--- src/rtl/clksw_pkg.sv ---
package clksw_pkg;
  localparam int NSRC   = 3;
  localparam int SEL_W  = 3;
  localparam int IDX_W  = 2;
  localparam int KEY_W  = 8;

  localparam logic [SEL_W-1:0] CODE_XTAL = 3'b000;
  localparam logic [SEL_W-1:0] CODE_LRC  = 3'b011;
  localparam logic [SEL_W-1:0] CODE_HRC  = 3'b111;

  localparam logic [KEY_W-1:0] KEY0 = 8'h59;
  localparam logic [KEY_W-1:0] KEY1 = 8'h16;
  localparam logic [KEY_W-1:0] KEY2 = 8'h88;

  typedef enum logic [1:0] {
    LK_IDLE = 2'd0,
    LK_K1   = 2'd1,
    LK_K2   = 2'd2,
    LK_OPEN = 2'd3
  } lock_st_e;

  function automatic logic code_ok(input logic [SEL_W-1:0] c);
    return (c == CODE_XTAL) || (c == CODE_LRC) || (c == CODE_HRC);
  endfunction

  function automatic logic [IDX_W-1:0] code_idx(input logic [SEL_W-1:0] c);
    logic [IDX_W-1:0] r;
    case (c)
      CODE_XTAL: r = 2'd0;
      CODE_LRC:  r = 2'd1;
      default:   r = 2'd2;
    endcase
    return r;
  endfunction
endpackage

--- src/rtl/clksw_unlock.sv ---
module clksw_unlock
  import clksw_pkg::*;
(
  input  logic             clk,
  input  logic             rst_n,
  input  logic             prot_wr,
  input  logic [KEY_W-1:0] prot_byte,
  output logic             open_o
);
  lock_st_e st_q, st_d;

  always_comb begin
    st_d = st_q;
    if (prot_wr) begin
      case (st_q)
        LK_IDLE: st_d = (prot_byte == KEY0) ? LK_K1 : LK_IDLE;
        LK_K1:   st_d = (prot_byte == KEY1) ? LK_K2 :
                        (prot_byte == KEY0) ? LK_K1 : LK_IDLE;
        LK_K2:   st_d = (prot_byte == KEY2) ? LK_OPEN :
                        (prot_byte == KEY0) ? LK_K1 : LK_IDLE;
        default: st_d = LK_IDLE;
      endcase
    end
  end

  always_ff @(posedge clk or negedge rst_n) begin
    if (!rst_n) st_q <= LK_IDLE;
    else        st_q <= st_d;
  end

  assign open_o = (st_q == LK_OPEN);


  open_after_key_chk: assert property (@(posedge clk) disable iff (!rst_n)
    $rose(open_o) |-> $past(prot_wr && (prot_byte == KEY2)));


  relock_chk: assert property (@(posedge clk) disable iff (!rst_n)
    (open_o && prot_wr) |=> !open_o);
endmodule

--- src/rtl/clksw_select.sv ---
module clksw_select
  import clksw_pkg::*;
(
  input  logic             clk,
  input  logic             rst_n,
  input  logic [NSRC-1:0]  src_tick,
  input  logic [NSRC-1:0]  src_stable,
  input  logic             sel_wr,
  input  logic [SEL_W-1:0] sel_code,
  input  logic             open_i,
  output logic [SEL_W-1:0] cur_o,
  output logic             fail_o,
  output logic             tick_o
);
  logic [SEL_W-1:0] cur_q, cur_d, tgt_q, tgt_d;
  logic             fail_q, fail_d;
  logic             wr_ok, tgt_stable, gap, do_sw, pending;

  assign wr_ok      = sel_wr && open_i && code_ok(sel_code);
  assign pending    = (tgt_q != cur_q);
  assign tgt_stable = src_stable[code_idx(tgt_q)];
  assign gap        = !src_tick[code_idx(cur_q)] && !src_tick[code_idx(tgt_q)];
  assign do_sw      = !wr_ok && pending && tgt_stable && gap;

  always_comb begin
    tgt_d  = tgt_q;
    cur_d  = cur_q;
    fail_d = fail_q;
    if (wr_ok) begin
      tgt_d  = sel_code;
      fail_d = !src_stable[code_idx(sel_code)];
    end else begin
      if (do_sw) begin
        cur_d  = tgt_q;
        fail_d = 1'b0;
      end else if (!pending && tgt_stable) begin
        fail_d = 1'b0;
      end
    end
  end

  always_ff @(posedge clk or negedge rst_n) begin
    if (!rst_n) begin
      cur_q  <= CODE_HRC;
      tgt_q  <= CODE_HRC;
      fail_q <= 1'b0;
    end else begin
      cur_q  <= cur_d;
      tgt_q  <= tgt_d;
      fail_q <= fail_d;
    end
  end

  assign cur_o  = cur_q;
  assign fail_o = fail_q;
  assign tick_o = src_tick[code_idx(cur_q)];


  cur_valid_chk: assert property (@(posedge clk) disable iff (!rst_n)
    code_ok(cur_q) && code_ok(tgt_q));


  gap_only_chk: assert property (@(posedge clk) disable iff (!rst_n)
    (cur_q != $past(cur_q)) |->
      ($past(src_tick[code_idx(cur_q)]) == 1'b0) &&
      ($past(src_tick[code_idx($past(cur_q))]) == 1'b0));


  locked_hold_chk: assert property (@(posedge clk) disable iff (!rst_n)
    (sel_wr && !open_i) |=> $stable(tgt_q));


  fail_rise_chk: assert property (@(posedge clk) disable iff (!rst_n)
    $rose(fail_q) |-> $past(sel_wr && open_i));
endmodule

--- src/rtl/clksw_divider.sv ---
module clksw_divider #(
  parameter int DIV_W = 4
) (
  input  logic             clk,
  input  logic             rst_n,
  input  logic             tick_i,
  input  logic             div_wr,
  input  logic [DIV_W-1:0] div_val,
  output logic             ce_o
);
  logic [DIV_W-1:0] div_q, div_d, cnt_q, cnt_d;
  logic             ce_q, ce_d, wrap;

  assign wrap = (cnt_q == div_q);

  always_comb begin
    div_d = div_q;
    cnt_d = cnt_q;
    ce_d  = 1'b0;
    if (div_wr) begin
      div_d = div_val;
      cnt_d = '0;
    end else if (tick_i) begin
      ce_d  = wrap;
      cnt_d = wrap ? '0 : cnt_q + 1'b1;
    end
  end

  always_ff @(posedge clk or negedge rst_n) begin
    if (!rst_n) begin
      div_q <= '0;
      cnt_q <= '0;
      ce_q  <= 1'b0;
    end else begin
      div_q <= div_d;
      cnt_q <= cnt_d;
      ce_q  <= ce_d;
    end
  end

  assign ce_o = ce_q;


  ce_follows_tick_chk: assert property (@(posedge clk) disable iff (!rst_n)
    ce_q |-> $past(tick_i && !div_wr));


  cnt_bound_chk: assert property (@(posedge clk) disable iff (!rst_n)
    cnt_q <= div_q);
endmodule

--- src/rtl/sysclk_switch.sv ---
module sysclk_switch
  import clksw_pkg::*;
#(
  parameter int DIV_W = 4
) (
  input  logic             clk,
  input  logic             rst_n,
  input  logic [2:0]       src_tick,
  input  logic [2:0]       src_stable,
  input  logic             prot_wr,
  input  logic [7:0]       prot_byte,
  input  logic             sel_wr,
  input  logic [2:0]       sel_code,
  input  logic             div_wr,
  input  logic [DIV_W-1:0] div_val,
  output logic [2:0]       cur_sel,
  output logic             sys_ce,
  output logic             sw_fail,
  output logic             unlocked
);
  logic open_w, tick_w;

  clksw_unlock u_unlock (
    .clk       (clk),
    .rst_n     (rst_n),
    .prot_wr   (prot_wr),
    .prot_byte (prot_byte),
    .open_o    (open_w)
  );

  clksw_select u_select (
    .clk        (clk),
    .rst_n      (rst_n),
    .src_tick   (src_tick),
    .src_stable (src_stable),
    .sel_wr     (sel_wr),
    .sel_code   (sel_code),
    .open_i     (open_w),
    .cur_o      (cur_sel),
    .fail_o     (sw_fail),
    .tick_o     (tick_w)
  );

  clksw_divider #(.DIV_W(DIV_W)) u_div (
    .clk     (clk),
    .rst_n   (rst_n),
    .tick_i  (tick_w),
    .div_wr  (div_wr),
    .div_val (div_val),
    .ce_o    (sys_ce)
  );

  assign unlocked = open_w;


  reset_state_chk: assert property (@(posedge clk) disable iff (!rst_n)
    $rose(rst_n) |-> (cur_sel == 3'b111));
endmodule

--- config.mk ---
export PLATFORM = sky130hd
export DESIGN_NAME = sysclk_switch
export DESIGN_NICKNAME = d
export VERILOG_FILES = /design/src/rtl/clksw_pkg.sv /design/src/rtl/clksw_unlock.sv /design/src/rtl/clksw_select.sv /design/src/rtl/clksw_divider.sv /design/src/rtl/sysclk_switch.sv
export SDC_FILE = /design/constraint.sdc
export NUM_CORES = 1
export LEC_CHECK = 0
export BUFFER_PORTS_ARGS = -buffer_cell sky130_fd_sc_hd__buf_2
export CAP_MARGIN = 5
export CORE_UTILIZATION = 45
export CTS_CLUSTER_SIZE = 24
export DETAILED_ROUTE_END_ITERATION = 8
export GPL_TIMING_DRIVEN = 0
export PLACE_DENSITY_LB_ADDON = 0.08
export SLEW_MARGIN = 20
export SYNTH_ARGS = -nofsm -noshare
export SYNTH_HDL_FRONTEND = slang
export SYNTH_HIERARCHICAL = 1
export SYNTH_SLANG_ARGS = --single-unit
--- constraint.sdc ---
create_clock -name clk -period 4.4 [get_ports clk]
set_input_delay 0.44 -clock clk [delete_from_list [all_inputs] [get_ports clk]]
set_output_delay 0.44 -clock clk [all_outputs]
set_load 0.005 [all_outputs]
# Word-level counts from Yosys, hierarchy flattened
# Cells that the tools add are included.
word_totals:
  reg_bits: 18
  in_bits: 26
  out_inout_bits: 6
  word_cells: 69
op_classes:
  addsub: 1
  order_cmp: 3
  eq_ne: 12
  mux: 24
  bitwise_logic: 1
  n_reduce_logical: 21
op_table:
  columns: ["cell", "count"]
  rows:
  - ["$mux W4", 3]
  - ["$pmux W2 S2", 3]
  - ["$mux W1", 10]
  - ["$eq A3 B2 Y1 const B", 3]
  - ["$logic_not A3 Y1", 3]
  - ["$lt A2 B3 Y1 const B", 3]
  - ["$bmux W1 S2", 4]
  - ["$eq A8 B5 Y1 const B", 1]
  - ["$eq A8 B7 Y1 const B", 1]
  - ["$eq A8 B8 Y1 const B", 1]
  - ["$logic_and A1 B1 Y1", 7]
  - ["$mux W2", 3]
  - ["$pmux W2 S3", 1]
  - ["$logic_not A1 Y1", 5]
  - ["$add A4 B1 Y4 const B", 1]
  - ["$eq A2 B2 Y1 const B", 2]
  - ["$eq A4 B4 Y1", 1]
  - ["$eq A3 B3 Y1 const B", 1]
  - ["$ne A3 B3 Y1", 1]
  - ["$reduce_bool A3 Y1", 1]
  - ["$eq A2 B1 Y1 const B", 1]
  - ["$logic_not A2 Y1", 1]
  - ["$logic_or A1 B1 Y1", 2]
  - ["$reduce_and A2 Y1", 1]
  - ["other kinds (2)", 2]

# Logic depth before layout (Yosys ltp)
logic_depth:
  word_depth: 10
  mapped_depth: 7
  depth_no_buf: 6

# Modules after synthesis
# The synthesis kept the hierarchy.
modules_own_cells:
  columns: ["mod", "instances", "cells_each", "area_per_inst_um2", "seq_area_each_um2"]
  rows:
  - ["clksw_select", 1, 60, 555.5, 182.7]
  - ["clksw_divider", 1, 38, 467.9, 225.2]
  - ["clksw_unlock", 1, 18, 162.7, 50.0]

# Least setup slack after synthesis
# No wires, ideal clock.
synth_path:
  kind: "register to register"
  from: "reg u_select.cur_q[1], in the netlist u_select/cur_o[1]"
  to: "reg u_div.cnt_q[2]"
  setup_ns: 0.101
  t_arrival_ns: 1.613
  required_ns: 4.299
  slack_ns: 2.686
  path_stages_with_launch: 8
  n_path_buf: 1
  period_less_slack_ns: 1.714
  cell_sequence: "dfstp_2 -> nor2_1 -> o21ai_0 -> o221a_2 -> buf_2 -> nand2_1 -> mux2_2 -> o32ai_1"
synth_via:
  elab_chain_cells: 5
  elab_cells_between_ends: 6
  classes_between: "eq/ne: 1; mux: 3; reduce/logical: 2"
synth_rtl:
  columns: ["element", "line", "rtl"]
  rows:
  - ["start, declared", "clksw_select.sv:15", "logic [SEL_W-1:0] cur_q, cur_d, tgt_q, tgt_d;"]
  - ["start signal, assigned", "clksw_select.sv:48", "cur_q <= cur_d;"]
  - ["$eq A3 B2 Y1 or $logic_not A3 Y1 (tied branches)", "clksw_pkg.sv:28", "case (c)"]
  - ["$pmux W2 S2 (*)", "clksw_pkg.sv:28", null]
  - ["$bmux W1 S2 (*)", "clksw_select.sv:56", "assign tick_o = src_tick[code_idx(cur_q)];"]
  - ["$mux W1 (not written as such) (*)", "clksw_select.sv:56", null]
  - ["net tick_w", "sysclk_switch.sv:21", "logic open_w, tick_w;"]
  - ["$reduce_bool A2 Y1 (no source line) (*)", null, null]
  - ["end signal, assigned", "clksw_divider.sv:36", "cnt_q <= cnt_d;"]
  - ["end, declared", "clksw_divider.sv:11", "logic [DIV_W-1:0] div_q, div_d, cnt_q, cnt_d;"]
# The timed path passes the listed nets; every way through them passes the cells marked *. The select of a mux whose other input is x is not followed.
# A chain may end at the register's enable or synchronous reset.

# Worst setup path after layout
# Ends and elaborated chain as after synthesis.

==> flow_summary.ini <==
[placement]
gp_congestion = 0.747
port_buffers = 31
placedInstanceArea_um2 = 1380
dp.cells = 177
dp_hpwl_mm = 1.82

[cts]
cts_setup_buffers = 0
clock-sinks = 18
cts_made_buffers = 3
clk_path_buf_depth = 2
root_buffer = clkbuf_4
clk_latency_ps = 290
hold_buffers = 0
htreeDepth = 1
path_clk_slew_ps = 110
cts_tree = done
post_cts_resized = 0

[synthesis]
yosys.area_share.simple_pct = 22.8
synthArstFlopShare_pct = 100
synth_fa_ha_area_share_pct = 1.05
ys_warn_count = 6
syn_inst = 116
netlist-cell-type-count = 44
yosysTopAreaCellShare_pct = 25.3
synth-xor-area-share_pct = 5.17
synth.area.top_cells = dfrtp_1 (25%), dfstp_2 (13%), mux2_2 (5.7%)
ys_seq_area_share_pct = 38.6
yosys_most_used_dff = dfrtp_1
synth_top_family_by_area = simple AND/OR/NAND/NOR gates
netlist_top_cells_count = nor2_1 (13), dfrtp_1 (12), a21oi_1 (7), nand2_1 (7), xor2_1 (7)
yosysTopAreaCell = dfrtp_1
yosysMostFrequentCell = nor2_1
synth_area_um2 = 1190
synthMuxAreaShare_pct = 9.92
synth-seq-cells = 18
synthesis.nets = 143
synth_area_per_cell_um2 = 10.2
synth_compound_area_share_pct = 17.9
synth_edf_count = 0

[timing]
tns_ps = 0
rsz0062_at_grt = no
drv_slew = 0
fmax_ghz = 0.518
max_slew.worst_pin.slew_ps = 448
fin_crit_ps = 1930
hold_violations = 0
setup_viol = 0
fin_skew_ps = 1.28
maxSlewHeadroom_pct = 69.7
min_period_over_period_pct = 43.9

[global_route]
grt_first_pass_wirelength_mm = 3.96
grt_max_degree = 19
antenna_found_initial = 0
grtUsageTotal_pct = 19.5
grt_pass1_vias = 956
grt_overflow_total = 0

[layout]
layout-drive-gt1-share_pct = 41.1
nNetsFinal = 179
multi_input_area_um2 = 674
final_util_pct = 57.1
nFillCells = 241
register_area_um2 = 458
syn2layout_area_growth_pct = 19.3
fin_cells = 181
antenna_cells = 0
postLayoutCellArea_um2 = 1420

[routing]
finalWirelength_mm = 2.35
drt-vias-per-instance = 5.53
num_vias = 1001
wire_per_inst_um = 13.0
antenna_left = 0
drc = 0
first_pass_iters = 4
drt-initial-drc-count = 18

[critical_path]
path_class = reg2reg
crit_fanout = 10
r2r_slack_ps = 2470
start_kind = flip-flop
crit_arrival_ps = 2130
r2r_cells = 7
cp-end-kind = flip-flop
reg2reg_to = u_div/cnt_q[2]$_DFFE_PN0P_
crit_required_ps = 4600
reg2reg_from = u_select/cur_o[1]$_DFFE_PN1P_

[die]
die-width_um = 53.3
core_um2 = 2480
die_h_um = 53.3
die-area_um2 = 2850
rows = 18
start_util_pct = 47.9
ios = 32

[min_path]
hold_path_class = in2async

[pwr]
power.density_nw_per_um2 = 344
peakVddDrop_v = 0.000276
fin_total_pwr_mw = 0.487
p_leak_nw = 0.674

[run]
max-cap-violations = 0

[status]
status = finished, final reports clean
-- through the flow --
stage               hold WS, ps  setup WS (ps)
CTS                        64.2           2480
global route               74.2           2400
global placement            400           2580
detailed placement          398           2490
finish                     64.3           2470
floorplan                   144           2690
-- routing by layer --
| layer | global-route usage, % | vias to the layer above | routed length (µm) |
|---|---|---|---|
| li1 | - | 505 | - |
| met1 | 21.6 | 472 | 1040 |
| met2 | 37.1 | 22 | 1200 |
| met3 | 2.59 | 2 | 87 |
| met4 | 6.58 | 0 | 13 |
| met5 | 0 | - | 0 |
-- worst max-delay path by stage --
stage | from | to | slack (ps) | cells after the start
2_1_floorplan | u_select/cur_o[1]$_DFFE_PN1P_ | u_div/cnt_q[2]$_DFFE_PN0P_ | 2690 | 7
3_3_place_gp | u_select/cur_o[1]$_DFFE_PN1P_ | u_div/cnt_q[2]$_DFFE_PN0P_ | 2580 | 7
3_5_place_dp | u_select/cur_o[1]$_DFFE_PN1P_ | u_div/cnt_q[2]$_DFFE_PN0P_ | 2490 | 7
4_1_cts | u_select/cur_o[1]$_DFFE_PN1P_ | u_div/cnt_q[2]$_DFFE_PN0P_ | 2480 | 7
5_1_grt | u_select/cur_o[1]$_DFFE_PN1P_ | u_div/cnt_q[2]$_DFFE_PN0P_ | 2400 | 7
6_report | u_select/cur_o[1]$_DFFE_PN1P_ | u_div/cnt_q[2]$_DFFE_PN0P_ | 2470 | 7
-- flip-flops by register name, indices dropped and copies added, names as in the netlist --
register / cells
u_div/ce_o: 1
u_div/cnt_q: 4
u_select/fail_o: 1
u_select/tgt_q: 3
u_select/cur_o: 3
u_div/div_q: 4
u_unlock/st_q: 2
-- worst max-delay path: stages, from the launching register on --
cell,delay (ps)
dfstp_2,600
nor2_1,60
o21ai_0,170
o221a_2,230
buf_2,220
nand2_1,70
mux2_2,260
o32ai_1,220
-- power breakdown --
group / total (mW) / switching [mW] / leakage (nW) / internal [mW]
clock network: 0.103 / 0.0528 / 0.0210 / 0.0504
logic: 0.166 / 0.0871 / 0.434 / 0.0786
registers: 0.218 / 0.0263 / 0.219 / 0.192
total: 0.487 / 0.166 / 0.674 / 0.321
-- cells by family after synthesis --
kind of cell	count (synthesis)
multiplexers	10
AND/OR/NAND/NOR	43
flip-flops	18
AO/OA/AOI/OAI	27
adder cells (fa/ha/maj)	1
buffers and inverters	10
XOR/XNOR	7
-- layout make-up --
| class | instances | area share [%] |
|---|---|---|
| clock buffers | 4 | 2.56 |
| well taps | 30 | 2.65 |
| repair buffers | 31 | 11.0 |
| multi-input cells | 88 | 47.7 |
| plain buffers | 4 | 2.21 |
| inverters | 6 | 1.59 |
| flip-flops and latches | 18 | 32.4 |
-- layout by cell type (no fill, tap or decap), types with 3 or more instances in the layout --
cell      synthesis  final
a21oi_1           7      7
buf_2             2     33
clkbuf_4          0      3
dfrtp_1          12     12
dfstp_2           6      6
inv_1             6      6
mux2_2            6      6
nand2_1           7      7
nand3_1           3      3
nor2_1           13     13
nor2b_1           3      3
xor2_1            7      7
Note: power is estimated with default switching activity, not from simulation.
